$ cat config.mk
export PLATFORM = sky130hd
export DESIGN_NAME = usb_host_bus_ctrl
export DESIGN_NICKNAME = d
export VERILOG_FILES = /design/src/rtl/usbh_bus_pkg.sv /design/src/rtl/usbh_bus_control.sv /design/src/rtl/usbh_bus_datapath.sv /design/src/rtl/usb_host_bus_ctrl.sv
export SDC_FILE = /design/constraint.sdc
export NUM_CORES = 1
export LEC_CHECK = 0
export BUFFER_PORTS_ARGS = -buffer_cell sky130_fd_sc_hd__buf_2
export CORE_ASPECT_RATIO = 1.2
export CORE_MARGIN = 4
export CORE_UTILIZATION = 55
export DETAILED_ROUTE_END_ITERATION = 12
export GPL_ROUTABILITY_DRIVEN = 0
export GPL_TIMING_DRIVEN = 0
export PLACE_DENSITY = 0.84
export SYNTH_ARGS = -nofsm -noshare
export SYNTH_HDL_FRONTEND = slang
export SYNTH_SLANG_ARGS = --single-unit
$ cat constraint.sdc
create_clock -name clk -period 3.1 [get_ports clk]
set_input_delay 0.155 -clock clk [delete_from_list [all_inputs] [get_ports clk]]
set_output_delay 0.155 -clock clk [all_outputs]
set_load 0.02 [all_outputs]
$ cat src/rtl/usbh_bus_pkg.sv
package usbh_bus_pkg;

  typedef enum logic [1:0] {
    LINE_NORMAL = 2'd0,
    LINE_RESET  = 2'd1,
    LINE_RESUME = 2'd2
  } line_cmd_e;

  localparam int FLAG_RST_SENT = 0;
  localparam int FLAG_WAKE     = 1;
  localparam int FLAG_CONN     = 2;
  localparam int FLAG_DISC     = 3;
  localparam int NUM_FLAGS     = 4;

  // Strobes from the sequencing control to the datapath
  typedef struct packed {
    logic rstDone;     // last cycle of the reset drive
    logic resumeDone;  // last cycle of the resume drive
    logic lineFrozen;  // a line command is active
  } bus_strobes_t;

endpackage

$ cat src/rtl/usbh_bus_control.sv
module usbh_bus_control
  import usbh_bus_pkg::*;
#(
  parameter int RESET_CYCLES  = 3000000,
  parameter int RESUME_CYCLES = 1200000
) (
  input  logic         clk,
  input  logic         rstN,
  input  logic         sendReset,
  input  logic         sofEn,
  output line_cmd_e    lineCmd,
  output logic         resetBusy,
  output bus_strobes_t strb
);

  localparam int MAX_CYCLES = (RESET_CYCLES > RESUME_CYCLES) ? RESET_CYCLES : RESUME_CYCLES;
  localparam int CW = (MAX_CYCLES > 1) ? $clog2(MAX_CYCLES) : 1;
  localparam logic [CW-1:0] RST_LAST = CW'(RESET_CYCLES - 1);
  localparam logic [CW-1:0] RES_LAST = CW'(RESUME_CYCLES - 1);

  typedef enum logic [1:0] {S_IDLE, S_RESET, S_RESUME} seq_state_e;

  seq_state_e  state;
  logic [CW-1:0] cnt;
  logic        needResume;
  logic        rstLast;
  logic        resLast;

  assign rstLast = (state == S_RESET)  && (cnt == RST_LAST);
  assign resLast = (state == S_RESUME) && (cnt == RES_LAST);

  always_ff @(posedge clk or negedge rstN) begin
    if (!rstN) begin
      state      <= S_IDLE;
      cnt        <= '0;
      needResume <= 1'b0;
    end else begin
      case (state)
        S_IDLE: begin
          cnt <= '0;
          if (sendReset) begin
            state      <= S_RESET;
            needResume <= !sofEn;
          end
        end
        S_RESET: begin
          if (rstLast) begin
            cnt   <= '0;
            state <= needResume ? S_RESUME : S_IDLE;
          end else begin
            cnt <= cnt + 1'b1;
          end
        end
        S_RESUME: begin
          if (resLast) begin
            cnt        <= '0;
            state      <= S_IDLE;
            needResume <= 1'b0;
          end else begin
            cnt <= cnt + 1'b1;
          end
        end
        default: state <= S_IDLE;
      endcase
    end
  end

  always_comb begin
    case (state)
      S_RESET:  lineCmd = LINE_RESET;
      S_RESUME: lineCmd = LINE_RESUME;
      default:  lineCmd = LINE_NORMAL;
    endcase
  end

  assign resetBusy       = (state == S_RESET);
  assign strb.rstDone    = rstLast;
  assign strb.resumeDone = resLast;
  assign strb.lineFrozen = (state != S_IDLE);

  // the reset drive ends only after its full length
  assert_reset_len_R5: assert property (@(posedge clk) disable iff (!rstN)
    $fell(resetBusy) |-> ($past(cnt) == RST_LAST));

  // a reset request during a resume does not restart the reset
  assert_ignore_busy_R5: assert property (@(posedge clk) disable iff (!rstN)
    (state == S_RESUME && sendReset) |=> (state != S_RESET));

endmodule

$ cat src/rtl/usbh_bus_datapath.sv
module usbh_bus_datapath
  import usbh_bus_pkg::*;
#(
  parameter int DEBOUNCE_CYCLES = 1000
) (
  input  logic                 clk,
  input  logic                 rstN,
  input  logic                 vbusReqSet,
  input  logic                 vbusReqClr,
  input  logic                 sofEnSet,
  input  logic                 sofEnClr,
  input  logic [NUM_FLAGS-1:0] flagClr,
  input  logic                 dpLine,
  input  logic                 dmLine,
  input  bus_strobes_t         strb,
  output logic                 vbusReq,
  output logic                 sofEn,
  output logic [NUM_FLAGS-1:0] irqFlags,
  output logic                 deallocAll,
  output logic                 devAttached
);

  localparam int DW = (DEBOUNCE_CYCLES > 1) ? $clog2(DEBOUNCE_CYCLES) : 1;
  localparam logic [DW-1:0] DB_LAST = DW'(DEBOUNCE_CYCLES - 1);
  localparam int SYNC_STAGES = 2;

  // Two-flop synchroniser for both lines
  logic [1:0] syncPipe [SYNC_STAGES];
  logic [1:0] lineSync;

  always_ff @(posedge clk or negedge rstN) begin
    if (!rstN) begin
      for (int s = 0; s < SYNC_STAGES; s++) syncPipe[s] <= 2'b00;
    end else begin
      syncPipe[0] <= {dpLine, dmLine};
      for (int s = 1; s < SYNC_STAGES; s++) syncPipe[s] <= syncPipe[s-1];
    end
  end

  assign lineSync = syncPipe[SYNC_STAGES-1];

  // Debounced attach / detach detection
  logic          anyHigh;
  logic          wantAttach;
  logic          wantDetach;
  logic          attachEv;
  logic          detachEv;
  logic [DW-1:0] dbCnt;

  assign anyHigh    = |lineSync;
  assign wantAttach = !strb.lineFrozen && !devAttached && vbusReq && anyHigh;
  assign wantDetach = !strb.lineFrozen && devAttached && !anyHigh;
  assign attachEv   = wantAttach && (dbCnt == DB_LAST);
  assign detachEv   = wantDetach && (dbCnt == DB_LAST);

  always_ff @(posedge clk or negedge rstN) begin
    if (!rstN) begin
      dbCnt       <= '0;
      devAttached <= 1'b0;
    end else begin
      if (!(wantAttach || wantDetach) || attachEv || detachEv) dbCnt <= '0;
      else                                                    dbCnt <= dbCnt + 1'b1;
      if (attachEv)      devAttached <= 1'b1;
      else if (detachEv) devAttached <= 1'b0;
    end
  end

  // Power request and frame enable: set wins over clear
  always_ff @(posedge clk or negedge rstN) begin
    if (!rstN) begin
      vbusReq    <= 1'b0;
      sofEn      <= 1'b0;
      deallocAll <= 1'b0;
    end else begin
      if (vbusReqSet)      vbusReq <= 1'b1;
      else if (vbusReqClr) vbusReq <= 1'b0;
      if (sofEnSet || strb.resumeDone) sofEn <= 1'b1;
      else if (sofEnClr)               sofEn <= 1'b0;
      deallocAll <= strb.rstDone;
    end
  end

  // Sticky interrupt flags
  logic [NUM_FLAGS-1:0] setVec;

  always_comb begin
    setVec                = '0;
    setVec[FLAG_RST_SENT] = strb.rstDone;
    setVec[FLAG_WAKE]     = strb.resumeDone;
    setVec[FLAG_CONN]     = attachEv;
    setVec[FLAG_DISC]     = detachEv;
  end

  for (genvar f = 0; f < NUM_FLAGS; f++) begin : g_flag
    always_ff @(posedge clk or negedge rstN) begin
      if (!rstN)           irqFlags[f] <= 1'b0;
      else if (setVec[f])  irqFlags[f] <= 1'b1;
      else if (flagClr[f]) irqFlags[f] <= 1'b0;
    end

    // a set event always lands, whatever the clear strobe does
    assert_set_wins_R10: assert property (@(posedge clk) disable iff (!rstN)
      setVec[f] |=> irqFlags[f]);
  end

  // the pipe release pulse lasts a single cycle
  assert_dealloc_pulse_R6: assert property (@(posedge clk) disable iff (!rstN)
    deallocAll |=> !deallocAll);

  // a connect is reported only with port power requested
  assert_conn_needs_vbus_R3: assert property (@(posedge clk) disable iff (!rstN)
    $rose(irqFlags[FLAG_CONN]) |-> $past(vbusReq));

  // the wake-up flag arrives together with frame generation
  assert_wake_sof_R7: assert property (@(posedge clk) disable iff (!rstN)
    $rose(irqFlags[FLAG_WAKE]) |-> sofEn);

  // attachment holds while a line command is active
  assert_frozen_R11: assert property (@(posedge clk) disable iff (!rstN)
    strb.lineFrozen |=> $stable(devAttached));

endmodule

$ cat src/rtl/usb_host_bus_ctrl.sv
module usb_host_bus_ctrl
  import usbh_bus_pkg::*;
#(
  parameter int DEBOUNCE_CYCLES = 1000,
  parameter int RESET_CYCLES    = 3000000,
  parameter int RESUME_CYCLES   = 1200000
) (
  input  logic       clk,
  input  logic       rstN,
  input  logic       vbusReqSet,
  input  logic       vbusReqClr,
  input  logic       sendReset,
  input  logic       sofEnSet,
  input  logic       sofEnClr,
  input  logic [3:0] flagClr,
  input  logic       dpLine,
  input  logic       dmLine,
  output logic       vbusReq,
  output logic [1:0] lineCmd,
  output logic       sofEn,
  output logic       resetBusy,
  output logic [3:0] irqFlags,
  output logic       deallocAll,
  output logic       devAttached
);

  bus_strobes_t strb;
  line_cmd_e    lineCmdInt;

  usbh_bus_control #(
    .RESET_CYCLES (RESET_CYCLES),
    .RESUME_CYCLES(RESUME_CYCLES)
  ) i_control (
    .clk      (clk),
    .rstN     (rstN),
    .sendReset(sendReset),
    .sofEn    (sofEn),
    .lineCmd  (lineCmdInt),
    .resetBusy(resetBusy),
    .strb     (strb)
  );

  usbh_bus_datapath #(
    .DEBOUNCE_CYCLES(DEBOUNCE_CYCLES)
  ) i_datapath (
    .clk        (clk),
    .rstN       (rstN),
    .vbusReqSet (vbusReqSet),
    .vbusReqClr (vbusReqClr),
    .sofEnSet   (sofEnSet),
    .sofEnClr   (sofEnClr),
    .flagClr    (flagClr),
    .dpLine     (dpLine),
    .dmLine     (dmLine),
    .strb       (strb),
    .vbusReq    (vbusReq),
    .sofEn      (sofEn),
    .irqFlags   (irqFlags),
    .deallocAll (deallocAll),
    .devAttached(devAttached)
  );

  assign lineCmd = lineCmdInt;

  // the end of the reset drive comes with the pipe release pulse
  assert_reset_end_R6: assert property (@(posedge clk) disable iff (!rstN)
    $fell(resetBusy) |-> deallocAll);

endmodule

; ---- After elaboration in Yosys (flattened, before gate mapping)
; Cells that the tools add are included.
[totals]
reg_bits = 47
out_inout_bits = 11
word_cells = 83
[op_classes]
add_sub_neg = 2
eq_ne = 8
muxes = 27
reduce_logical = 32
[ops]
columns = operator, n
row1 = 22-bit case mux with 3 select lines, 1
row2 = 22-bit 2-to-1 mux, 2
row3 = "22-bit by 1-bit adder with 22-bit output, second input constant", 1
row4 = "22-bit by 21-bit equality test with 1-bit output, second input constant", 1
row5 = "22-bit equality test, second input constant", 1
row6 = 2-bit nonzero test, 9
row7 = 1-bit 2-to-1 mux, 16
row8 = "10-bit by 1-bit adder with 10-bit output, second input constant", 1
row9 = "10-bit equality test, second input constant", 1
row10 = 10-bit 2-to-1 mux, 1
row11 = 1-bit logical AND, 9
row12 = 2-bit 2-to-1 mux, 4
row13 = 2-bit case mux with 3 select lines, 1
row14 = 3-bit AND reduction, 2
row15 = 1-bit logical NOT, 5
row16 = 1-bit logical OR, 4
row17 = "2-bit by 1-bit != test with 1-bit output, second input constant", 2
row18 = 2-bit case mux with 2 select lines, 1
row19 = 3-bit nonzero test, 1
row20 = "2-bit by 1-bit equality test with 1-bit output, second input constant", 1
row21 = "2-bit equality test, second input constant", 1
row22 = 2-bit logical NOT, 1
row23 = "2-bit != test, second input constant", 1
row24 = 1-bit case mux with 2 select lines, 1
row25 = 2-bit OR reduction, 1

; ---- Longest topological paths before layout
; Gate-level depths: netlist (run 1).
[logic_depth]
ltp_word = 10
ltp_mapped = 7
depth_no_buf = 6

; ---- Modules after synthesis
; From an unflattened synthesis (run 1), not the netlist that was laid out.
[hier_totals]
cells_unflattened = 303
area_unflattened_um2 = 2766.4
[modules_own_cells]
columns = module, n_inst, cells_each, area_each_um2, seq_area_each_um2
row1 = usbh_bus_control, 1, 220, 1833.0, 625.6
row2 = usbh_bus_datapath, 1, 83, 933.4, 550.5

; ---- Least setup slack after synthesis (run 1)
; Ideal clock, no wire load.
[synth_timing]
path_type = register -> register
from = register i_control.cnt[8]
to = register i_control.state[0]
setup_ns = 0.128
t_arrival_ns = 2.110
path_slack_ns = 0.862
path_stages_with_launch = 7
path_buffers = 1
synth_period_minus_slack_ns = 2.238
cell_sequence = dfrtp_1 buf_6 or4b_4 nor4_4 a41oi_4 nor3_4 mux2_1
[synth_between]
elab_chain_cells = 4
elab_cells_between_ends = 7
classes_between = eq/ne (4) / reduce/logical (3)
[synth_rtl]
columns = element, line
row1 = "start, declared", usbh_bus_control.sv:24  ; logic [CW-1:0] cnt;
row2 = "start signal, assigned", usbh_bus_control.sv:51  ; cnt <= cnt + 1'b1;
row3 = "start signal, assigned", usbh_bus_control.sv:60  ; cnt <= cnt + 1'b1;
row4 = 22-bit equality test / 22-bit by 21-bit equality test with 1-bit output (equally long branches), "usbh_bus_control.sv:29, usbh_bus_control.sv:30"
row5 = "1-bit logical AND, on equally long branches", "usbh_bus_control.sv:29, usbh_bus_control.sv:30"
row6 = 2-bit by 1-bit != test with 1-bit output (no source line), --
row7 = 3-bit AND reduction (no source line) (*), --
row8 = "end signal, assigned", usbh_bus_control.sv:49  ; state <= needResume ? S_RESUME : S_IDLE;
row9 = "end, declared", usbh_bus_control.sv:23  ; seq_state_e state;
; Mark *: on every way between the ends. The rest lies on a longest branch, timed or not.
; A chain may end at the register's enable or synchronous reset.

; ---- Worst setup path in the final report (run 1)
[layout_timing]
from = register i_control.cnt[5]
to = register i_control.cnt[5]
[layout_between]
elab_chain_cells = 4
elab_cells_between_ends = 8
classes_between = add/sub (1) / eq/ne (2) / mux (3) / reduce/logical (2)
[layout_rtl]
columns = element, line
row1 = "parallel branches: the longest is 3 deep, another holds 22-bit by 1-bit adder with 22-bit output", --
row2 = 22-bit case mux with 3 select lines (*), usbh_bus_control.sv:38  ; case (state)
; Mark *: on every way between the ends.

==> results of run 1 <==
==> critical path, stage by stage (launching register included) <==
cell and delay (ns):
dfrtp_1 0.43, nand3_2 0.17, nor4b_2 0.61, a31oi_2 0.45, clkbuf_1 0.33, o211ai_1 0.23
o211ai_1 0.13
==> power breakdown <==
group	internal, mW	total, mW	switching, mW	leakage [nW]
sequential	0.617	0.619	0.00204	0.621
combinational	0.0102	0.0298	0.0196	0.604
clock	0.161	0.386	0.225	0.0408
==> routing by layer <==
metal  global-route usage  routed length (um)  up-vias
li1                     -                   -     1111
met1               0.2843                2619     1136
met2               0.3506                2987       73
met3              0.03910                 364       17
met4              0.07383                 145        0
met5                    0                   0        -
==> cells by family (layout without fill, tap and decap cells) <==
| family | Yosys count | after routing | synth area share |
|---|---|---|---|
| buf+inv | 36 | 69 | 0.06922 |
| compound gates | 61 | 61 | 0.1708 |
| flops | 47 | 47 | 0.4281 |
| simple gates | 127 | 127 | 0.2518 |
| fa+ha+maj | 8 | 8 | 0.03643 |
| xor+xnor | 9 | 9 | 0.02869 |
| mux | 4 | 4 | 0.01503 |
==> through the flow <==
step	power [mW]	area (um^2)	util	worst slack, ns
6_report	1.035	3048	0.6491	0.6174
5_1_grt	1.074	3048	0.6491	0.4354
4_1_cts	1.038	3048	0.6491	0.6463
3_5_place_dp	0.6596	2935	0.6251	0.6593
3_3_place_gp	0.6589	2935	0.6251	0.6992
2_1_floorplan	0.6371	2748	-	0.8620
==> cell type report <==
type                       count  area, um^2
buffer                        17       118.9
clock buffer                   5       68.82
clock inverter                 3       23.77
fill                         390        1648
inverter                      19       71.32
multi-input combinational    209        1381
sequential                    47        1176
tap                           58       72.57
timing repair buffer          25       135.1
==> Yosys cell counts (2+ instances only) <==
| cell | number | area (um^2) |
|---|---|---|
| nor4_1 | 4 | 25.02 |
| xor2_1 | 4 | 35.03 |
| xnor2_1 | 5 | 43.79 |
| o21ai_0 | 10 | 50.05 |
| nand4_1 | 10 | 62.56 |
| and3_1 | 7 | 43.79 |
| or2_2 | 5 | 31.28 |
| buf_6 | 5 | 56.30 |
| dfrtp_1 | 47 | 1176 |
| o2111ai_1 | 11 | 96.34 |
| clkbuf_1 | 7 | 26.28 |
| and2_1 | 3 | 18.77 |
| o21a_1 | 2 | 15.01 |
| o211ai_1 | 18 | 135.1 |
| o311ai_1 | 2 | 17.52 |
| mux2i_1 | 3 | 30.03 |
| nand2_1 | 31 | 116.4 |
| nand3_1 | 12 | 60.06 |
| inv_1 | 19 | 71.32 |
| ha_1 | 8 | 100.1 |
| a22o_1 | 2 | 17.52 |
| nand2b_1 | 2 | 12.51 |
| a22oi_1 | 5 | 37.54 |
| o221ai_1 | 2 | 17.52 |
| a21oi_1 | 4 | 20.02 |
| nor2_1 | 29 | 108.9 |
| clkbuf_2 | 2 | 10.01 |
| nor3_1 | 5 | 25.02 |
==> registers in the layout, indices dropped and copies added, names as in the netlist, 2 cells and up <==
signal,count
i_control.cnt,22
i_control.state,2
i_datapath.dbCnt,10
i_datapath.irqFlags,4
i_datapath.lineSync,2
i_datapath.syncPipe,2
==> worst paths after layout <==
kind	from	to	slack (ns)	depth (start not counted)
max in group asynchronous	rstN	i_control.cnt[2]$_DFFE_PN0P_	2.45	1
hold / removal	rstN	i_datapath.vbusReq$_DFFE_PN0P_	0.02	1
setup reg to reg	i_control.cnt[5]$_DFFE_PN0P_	i_control.cnt[5]$_DFFE_PN0P_	0.62	6
hold reg to reg	i_datapath.syncPipe[2]$_DFF_PN0_	i_datapath.lineSync[0]$_DFF_PN0_	0.36	0
min in group clk	sofEnSet	i_datapath.sofEn$_DFFE_PN0P_	0.02	3
setup / recovery	i_control.cnt[5]$_DFFE_PN0P_	i_control.cnt[5]$_DFFE_PN0P_	0.62	6
==> repair_timing <==
action | 4_1_cts | 5_1_grt
gates resized for setup | 0 | 0
hold buffers | 2 | 0
endpoints found under the hold margin | 2 | 0
==> impl_results.md, run 1 <==
* Status: complete, no violations
* Total grt overflow at 0
* Rows at 27
* Final Hold Viols at 0
* Via count at 2337
* Initial antenna violation count at 0
* Register area share after synthesis at 0.4281
* Fin nets at 345
* Period utilization at 0.8008
* Slew Viols, Final at 0
* Area added between synthesis and finish at 10.93%
* Post-Route WL at just over 6000 um
* Mapped Avg Cell Area at 9.410 um^2
* Post-Place Cells at 373
* CP required at 3.28 ns
* DR iter-0 viols at 215
* Maximum level of the CTS H-tree at 2
* Ys async rst share at 1.000
* Worst EP arrival at approximately 2.7 ns
* Final setup violation count at 0
* Slew HR at 0.3109
* Die ar. at 0.006195 mm^2
* Detail Placement HPWL at 4362 um
* Port Buffer Count at 23
* DRC at 0
* CTS buffer count at 5
* Largest fanout on the critical path at 10
* Synth Instances at 292
* Max Cap Viol at 0
* Vias in the first global route at 2281
* Final non-filler cell total at 383
* DR WL/cell at approximately 16 um
* WS Path Type: flip-flop to flip-flop
* LEAKAGE at 1.266 nW
* Pwr dens at 339.6 mW/mm^2
* Post-synth EDFFs at 0
* Cell Area, Synth at 0.002748 mm^2
* # Post-CTS Setup Buffers at 0
* Hold WC Path Type: input port to async pin
* Worst-case clock skew at 0.004796 ns
* Antenna cells at 0
* CTS tree: yes
* Final min period at 2.483 ns
* I/O pin count at 24
* Worst hold margin at 0.01700 ns
* Total number of yosys warnings at 0
* Via/cell ratio at 6.102
* Starting Density at 0.5851
* Post-synth net total at 313
* Reg clk slew, reported paths at 0.09 ns
* Commonest non-fill, non-tap cell in the layout: dfrtp_1
* Tightest Pin Transition at approximately 1.0 ns
* Clock sinks at 47
* RSZ-0062 raised after global routing: no
* Die H at 85.43 um
* Die extent in x at 72.52 um
* Core area at 0.004696 mm^2
* Cell variety after synth at 56
* CTS root buf: clkbuf_8
* CTS Buffer Depth at 2
* Pre-antenna DRT Iters at 4
* Commonest cells after routing, fill and taps aside: 47 x dfrtp_1, 31 x nand2_1, 29 x nor2_1, 24 x buf_2, 19 x inv_1
* Fmax at 402.8 MHz
* Top FF cell, synth: dfrtp_1
* Clk_lat worst skew at 0.31 ns
* GRT Overall Usage at 0.2149
* Crit end category: flip-flop
* Post-synthesis register bit count at 47
* Startpoint types: flip-flop
* Peak VDD IR at 215.2 uV
* Setup TNS Final at 0 ns
* Final ANT Viol Nets at 0
* Fraction of layout cells with a size suffix above 1 at 0.1877
* Largest net degree at the start of global routing at 48
* First-pass GRT wire length at around 11000 um
Power figures use the tool's default switching activity.
==> inputs of run 2 (changes only) <==
==> constraint.sdc (replaced) <==
create_clock -name clk -period 2.35 [get_ports clk]
set_input_delay 0.1175 -clock clk [delete_from_list [all_inputs] [get_ports clk]]
set_output_delay 0.1175 -clock clk [all_outputs]
set_load 0.02 [all_outputs]
==> impl_results.md, run 2 (synthesized netlist as in run 1, its figures left out) <==
* Final Cell Area at about 0.0032 mm^2
* Peak VDD IR at approximately 280 uV
* Pre-antenna DRT Iters at 5
* Multi-input gate area at between 0.001 and 0.0015 mm^2
* Max reg flops at 22
* Register-to-register setup slack at a little over 0.06 ns
* Placement Cell Area at 0.002935 mm^2
* Post-Place Cells at roughly 370
* Startpoint types: flip-flop
* CTS root buf: clkbuf_8
* First-pass GRT wire length at 11270 um
* Tightest Pin Transition at 1.046 ns
* Fin nets at 360
* Final setup violation count at 0
* Hold WC Path Type: input port to async pin
* Clk_lat worst skew at 0.31 ns
* WS Path Type: flip-flop to flip-flop
* Fill cells at 346
* Period utilization at 0.9743
* Final ANT Viol Nets at 0
* LEAKAGE at ~1.4 nW
* Die extent in x at 72.52 um
* Clock sinks at 47
* Die H at 85.43 um
* Die ar. at 0.006195 mm^2
* Final min period at 2.290 ns
* CP top delay family: simple AND/OR/NAND/NOR gates
* DRC at 0
* R2R depth at 7
* Crit end category: flip-flop
* Total grt overflow at 0
* Area added between synthesis and finish at 17.76%
* CP required at about 2.6 ns
* Core area at 0.004696 mm^2
* Worst-case clock skew at just under 0.005 ns
* GRT Overall Usage at 0.2290
* Reg-to-Reg End: i_control.state[0]$_DFFE_PN0P_
* Fraction of layout cells with a size suffix above 1 at 0.2265
* Maximum level of the CTS H-tree at 2
* CTS buffer count at 5
* Cell repeated most along the worst path: buf_6
* Final Hold Viols at 28
* RSZ-0062 raised after global routing: yes
* Failing checks: hold timing
* Pwr dens at 423.1 mW/mm^2
* Via/cell ratio at 6.198
* Slew Viols, Final at 0
* Max Cap Viol at 0
* Antenna cells at 0
* Setup TNS Final at 0 ns
* Slew HR at 0.3028
* CP Launch Point: i_control.cnt[8]$_DFFE_PN0P_
* Post-Route WL at a little under 7000 um
* Vias in the first global route at 2416
* Largest Register: i_control.cnt
* Starting Density at 0.5851
* Port Buffer Count at 23
* CTS tree: yes
* Rows at 27
* Worst hold margin at -0.01119 ns
* Initial antenna violation count at 0
* Worst path bufs/invs at 2
* Commonest cells after routing, fill and taps aside: 46 x dfrtp_1, 31 x nand2_1, 29 x nor2_1, 24 x buf_2, 19 x inv_1
* Reg clk slew, reported paths at about 0.09 ns
* Commonest non-fill, non-tap cell in the layout: dfrtp_1
* Critical path cell sequence: buf_6 -> or4b_4 -> nor4_4 -> a41oi_4 -> buf_6 -> nor3_4 -> mux2_4
* Largest regs: i_control.cnt (22), i_datapath.dbCnt (10), i_datapath.irqFlags (4)
* Worst EP arrival at ~2.5 ns
* CTS Buffer Depth at 2
* Detail Placement HPWL at about 4400 um
* I/O pin count at 24
* Fmax at 436.8 MHz
* DR WL/cell at between 15 and 20 um
* Via count at 2467
* Reg2reg start: i_control.cnt[8]$_DFFE_PN0P_
* Largest net degree at the start of global routing at 48
* Final non-filler cell total at 398
* DR iter-0 viols at around 200
* Slowest cell on the critical path: or4b_4
* Status: finished with violations
* CP max stage delay at between 0.5 and 0.6 ns
* Largest fanout on the critical path at 9
* Register Area at 0.001177 mm^2
==> run 2: routing by layer <==
metal  global-route usage  up-vias  routed length [um]  share of wire
met5                    0        -                   0              0
met4              0.09396        0                 176          0.026
met3              0.04739       21                 447          0.066
met2               0.3768      103                3411           0.50
met1               0.2894     1197                2767           0.41
li1                     -     1146                   -              -
==> run 2: timing repair <==
item	4_1_cts	5_1_grt
buffers inserted	4	7
pin swaps	4	4
hold endpoints to repair	6	0
resized for setup	2	12
cloned	0	1
setup endpoints to repair	21	24
hold buffers	6	0
==> run 2: where the power goes <==
part	leakage, nW	internal (mW)	switching (mW)
clock network	0.0408	0.213	0.295
logic	0.700	0.0178	0.0269
registers	0.620	0.814	0.00271
total	1.36	1.04	0.325
==> run 2: final cells by class <==
class / count / area share
Buffer: 16 / 0.03519
Clock buffer: 5 / 0.02127
Sequential cell: 47 / 0.3639
Multi-Input combinational cell: 209 / 0.4424
Tap cell: 58 / 0.02243
Clock inverter: 3 / 0.007347
Timing Repair Buffer: 41 / 0.08546
Inverter: 19 / 0.02204
==> run 2: metrics by stage <==
stage                     hold slack (ns)  power, mW  worst slack, ns  utilization
after global placement             0.2270     0.8692         -0.05083       0.6251
after CTS                         0.01696      1.375          0.02617       0.6661
after detailed placement           0.2268     0.8701         -0.09073       0.6251
after floorplan                   -0.1781     0.8405           0.1120            -
final                            -0.01119      1.369          0.06046       0.6890
after global routing              0.06829      1.422         -0.09130       0.6890
==> run 2: how the worst max path moves through the flow <==
stage	end	slack, ns	depth (start not counted)
2_1_floorplan	i_control.state[0]$_DFFE_PN0P_	0.11	6
3_3_place_gp	i_control.state[0]$_DFFE_PN0P_	-0.05	5
3_5_place_dp	i_control.state[0]$_DFFE_PN0P_	-0.09	5
4_1_cts	i_control.cnt[18]$_DFFE_PN0P_	0.03	7
5_1_grt	i_control.state[1]$_DFFE_PN0P_	-0.09	8
6_report	i_control.state[0]$_DFFE_PN0P_	0.06	7
==> inputs of run 3 (changes only) <==
--- a/config.mk
+++ b/config.mk
@@ -12,7 +12,8 @@
 export DETAILED_ROUTE_END_ITERATION = 12
 export GPL_ROUTABILITY_DRIVEN = 0
 export GPL_TIMING_DRIVEN = 0
-export PLACE_DENSITY = 0.84
+export PLACE_DENSITY_LB_ADDON = 0.25
+export RECOVER_POWER = 100
 export SYNTH_ARGS = -nofsm -noshare
 export SYNTH_HDL_FRONTEND = slang
 export SYNTH_SLANG_ARGS = --single-unit
==> impl_results.md, run 3 (synthesized netlist as in run 1, its figures left out) <==
* I/O pin count at 24
* CP Launch Point: i_control.cnt[8]$_DFFE_PN0P_
* GRT Overall Usage at 0.2204
* Starting Density at 0.5851
* Initial antenna violation count at 0
* Final non-filler cell total at 389
* Reg2reg start: i_control.cnt[8]$_DFFE_PN0P_
* Worst-case clock skew at between 0.01 and 0.015 ns
* Largest Register: i_control.cnt
* Reg clk slew, reported paths at approximately 0.09 ns
* Switching pwr at 0.3068 mW
* Die H at around 85 um
* Internal power at roughly 1.2 mW
* Peak VDD IR at roughly 300 uV
* Max reg flops at 22
* DRC at 0
* Post-Place Cells at ~370
* Largest net degree at the start of global routing at 48
* Crit end category: flip-flop
* First-pass GRT wire length at 10800 um
* Die ar. at 0.006195 mm^2
* Worst hold margin at -0.0002490 ns
* Final ANT Viol Nets at 0
* Clock sinks at 47
* Fmax at 434.2 MHz
* Clk_lat worst skew at about 0.30 ns
* CP required at 2.50 ns
* Clk pwr share at 0.423
* Commonest non-fill, non-tap cell in the layout: dfrtp_1
* Period utilization at 0.9801
* Antenna cells at 0
* Tightest Pin Transition at between 1 and 1.5 ns
* Slew Viols, Final at 0
* Vias in the first global route at 2290
* Reg power frac at 0.550
* Hold Startpoint: vbusReqSet
* Commonest cells after routing, fill and taps aside: 44 x dfrtp_1, 31 x nand2_1, 29 x nor2_1, 19 x inv_1
* Post-Route WL at 6466 um
* CTS root buf: clkbuf_8
* LEAKAGE at 1.295 nW
* Port Buffer Count at 23
* Sw frac at 0.2067
* Fraction of layout cells with a size suffix above 1 at 0.1843
* CTS Buffer Depth at 2
* Via/cell ratio at 6.010
* DR WL/cell at 16.62 um
* Die extent in x at 72.52 um
* CTS buffer count at 5
* Fin nets at 351
* Startpoint types: flip-flop
* Pre-antenna DRT Iters at 5
* Maximum level of the CTS H-tree at 2
* Final Util at 0.6733
* Final min period at 2.303 ns
* Largest fanout on the critical path at 10
* Failing checks: hold timing
* Total grt overflow at 0
* Final Cell Area at 0.003162 mm^2
* Hold WC Path Type: input port to flip-flop
* Detail Placement HPWL at roughly 4400 um
* Final Hold Viols at 1
* Max Cap Viol at 0
* Largest regs: i_control.cnt (22), i_datapath.dbCnt (10), i_datapath.irqFlags (4)
* CTS tree: yes
* Pwr dens at 469.5 mW/mm^2
* Via count at 2338
* Placement Cell Area at ~0.0029 mm^2
* Final setup violation count at 0
* RSZ-0062 raised after global routing: yes
* Logic pwr share at 0.027
* Slew HR at 0.2210
* Status: finished with violations
* Core area at around 0.0047 mm^2
* Power Total at about 1.5 mW
* Worst EP arrival at 2.46 ns
* DR iter-0 viols at 231
* Rows at 27
* Area added between synthesis and finish at 15.07%
* WS Path Type: flip-flop to flip-flop
-- run 3: worst paths after layout --
kind                            cells past startpoint  slack, ns                          endpoint
worst max-delay path                                7       0.05      i_control.cnt[8]$_DFFE_PN0P_
worst min-delay path                                2    -0.0002    i_datapath.vbusReq$_DFFE_PN0P_
worst max register to register                      7       0.05      i_control.cnt[8]$_DFFE_PN0P_
worst min register to register                      0       0.36  i_datapath.lineSync[1]$_DFF_PN0_
max in group asynchronous                           1       1.52      i_control.cnt[0]$_DFFE_PN0P_
min in group asynchronous                           1       0.03  i_datapath.syncPipe[3]$_DFF_PN0_
-- run 3: critical path, cell delays in order (launching register included) --
cell	delay, ns
dfrtp_1	0.38
buf_6	0.14
or4b_4	0.53
nor4_4	0.24
a41oi_4	0.29
buf_6	0.23
o2111ai_1	0.19
o311ai_1	0.15
-- run 3: area by class of cell --
class,instances,area [um^2]
timing repair buffer,31,168.9
fill,379,1534
inverter,19,71.32
buffer,17,118.9
tap,58,72.57
clock inverter,2,38.79
sequential,47,1180
clock buffer,6,82.58
multi-input combinational,209,1429
-- run 3: repair_timing --
action	4_1_cts	5_1_grt
endpoints found under the setup margin	24	22
hold endpoints to repair	3	0
gates cloned	0	0
buffers inserted	3	2
pin swaps	3	2
gates resized for setup	5	6
hold buffers	3	0
-- run 3: layer usage --
| metal | GRT usage | up-vias | part of all wire |
|---|---|---|---|
| met3 | 0.03436 | 18 | 0.068 |
| met2 | 0.3645 | 96 | 0.49 |
| met4 | 0.07383 | 0 | 0.019 |
| met1 | 0.2915 | 1099 | 0.43 |
| li1 | - | 1125 | - |
| met5 | 0 | - | 0 |
-- run 3: per-stage QoR --
step | hold WS (ns) | setup WS, ns | TNS (ns)
after floorplan | -0.1781 | 0.1120 | 0
after global placement | 0.2264 | -0.05721 | -0.2669
after detailed placement | 0.2272 | -0.1506 | -1.666
after CTS | 0.001862 | 0.01938 | 0
after global routing | 0.01192 | -0.03214 | -0.04708
final | -0.0002490 | 0.04687 | 0
-- run 3: power groups by stage --
stage	combinational (mW)	clock (mW)	sequential, mW
6_report	0.0395	0.628	0.817
2_1_floorplan	0.00506	0	0.835
3_3_place_gp	0.0365	0	0.833
3_5_place_dp	0.0378	0	0.833
5_1_grt	0.0455	0.663	0.818
4_1_cts	0.0417	0.636	0.817
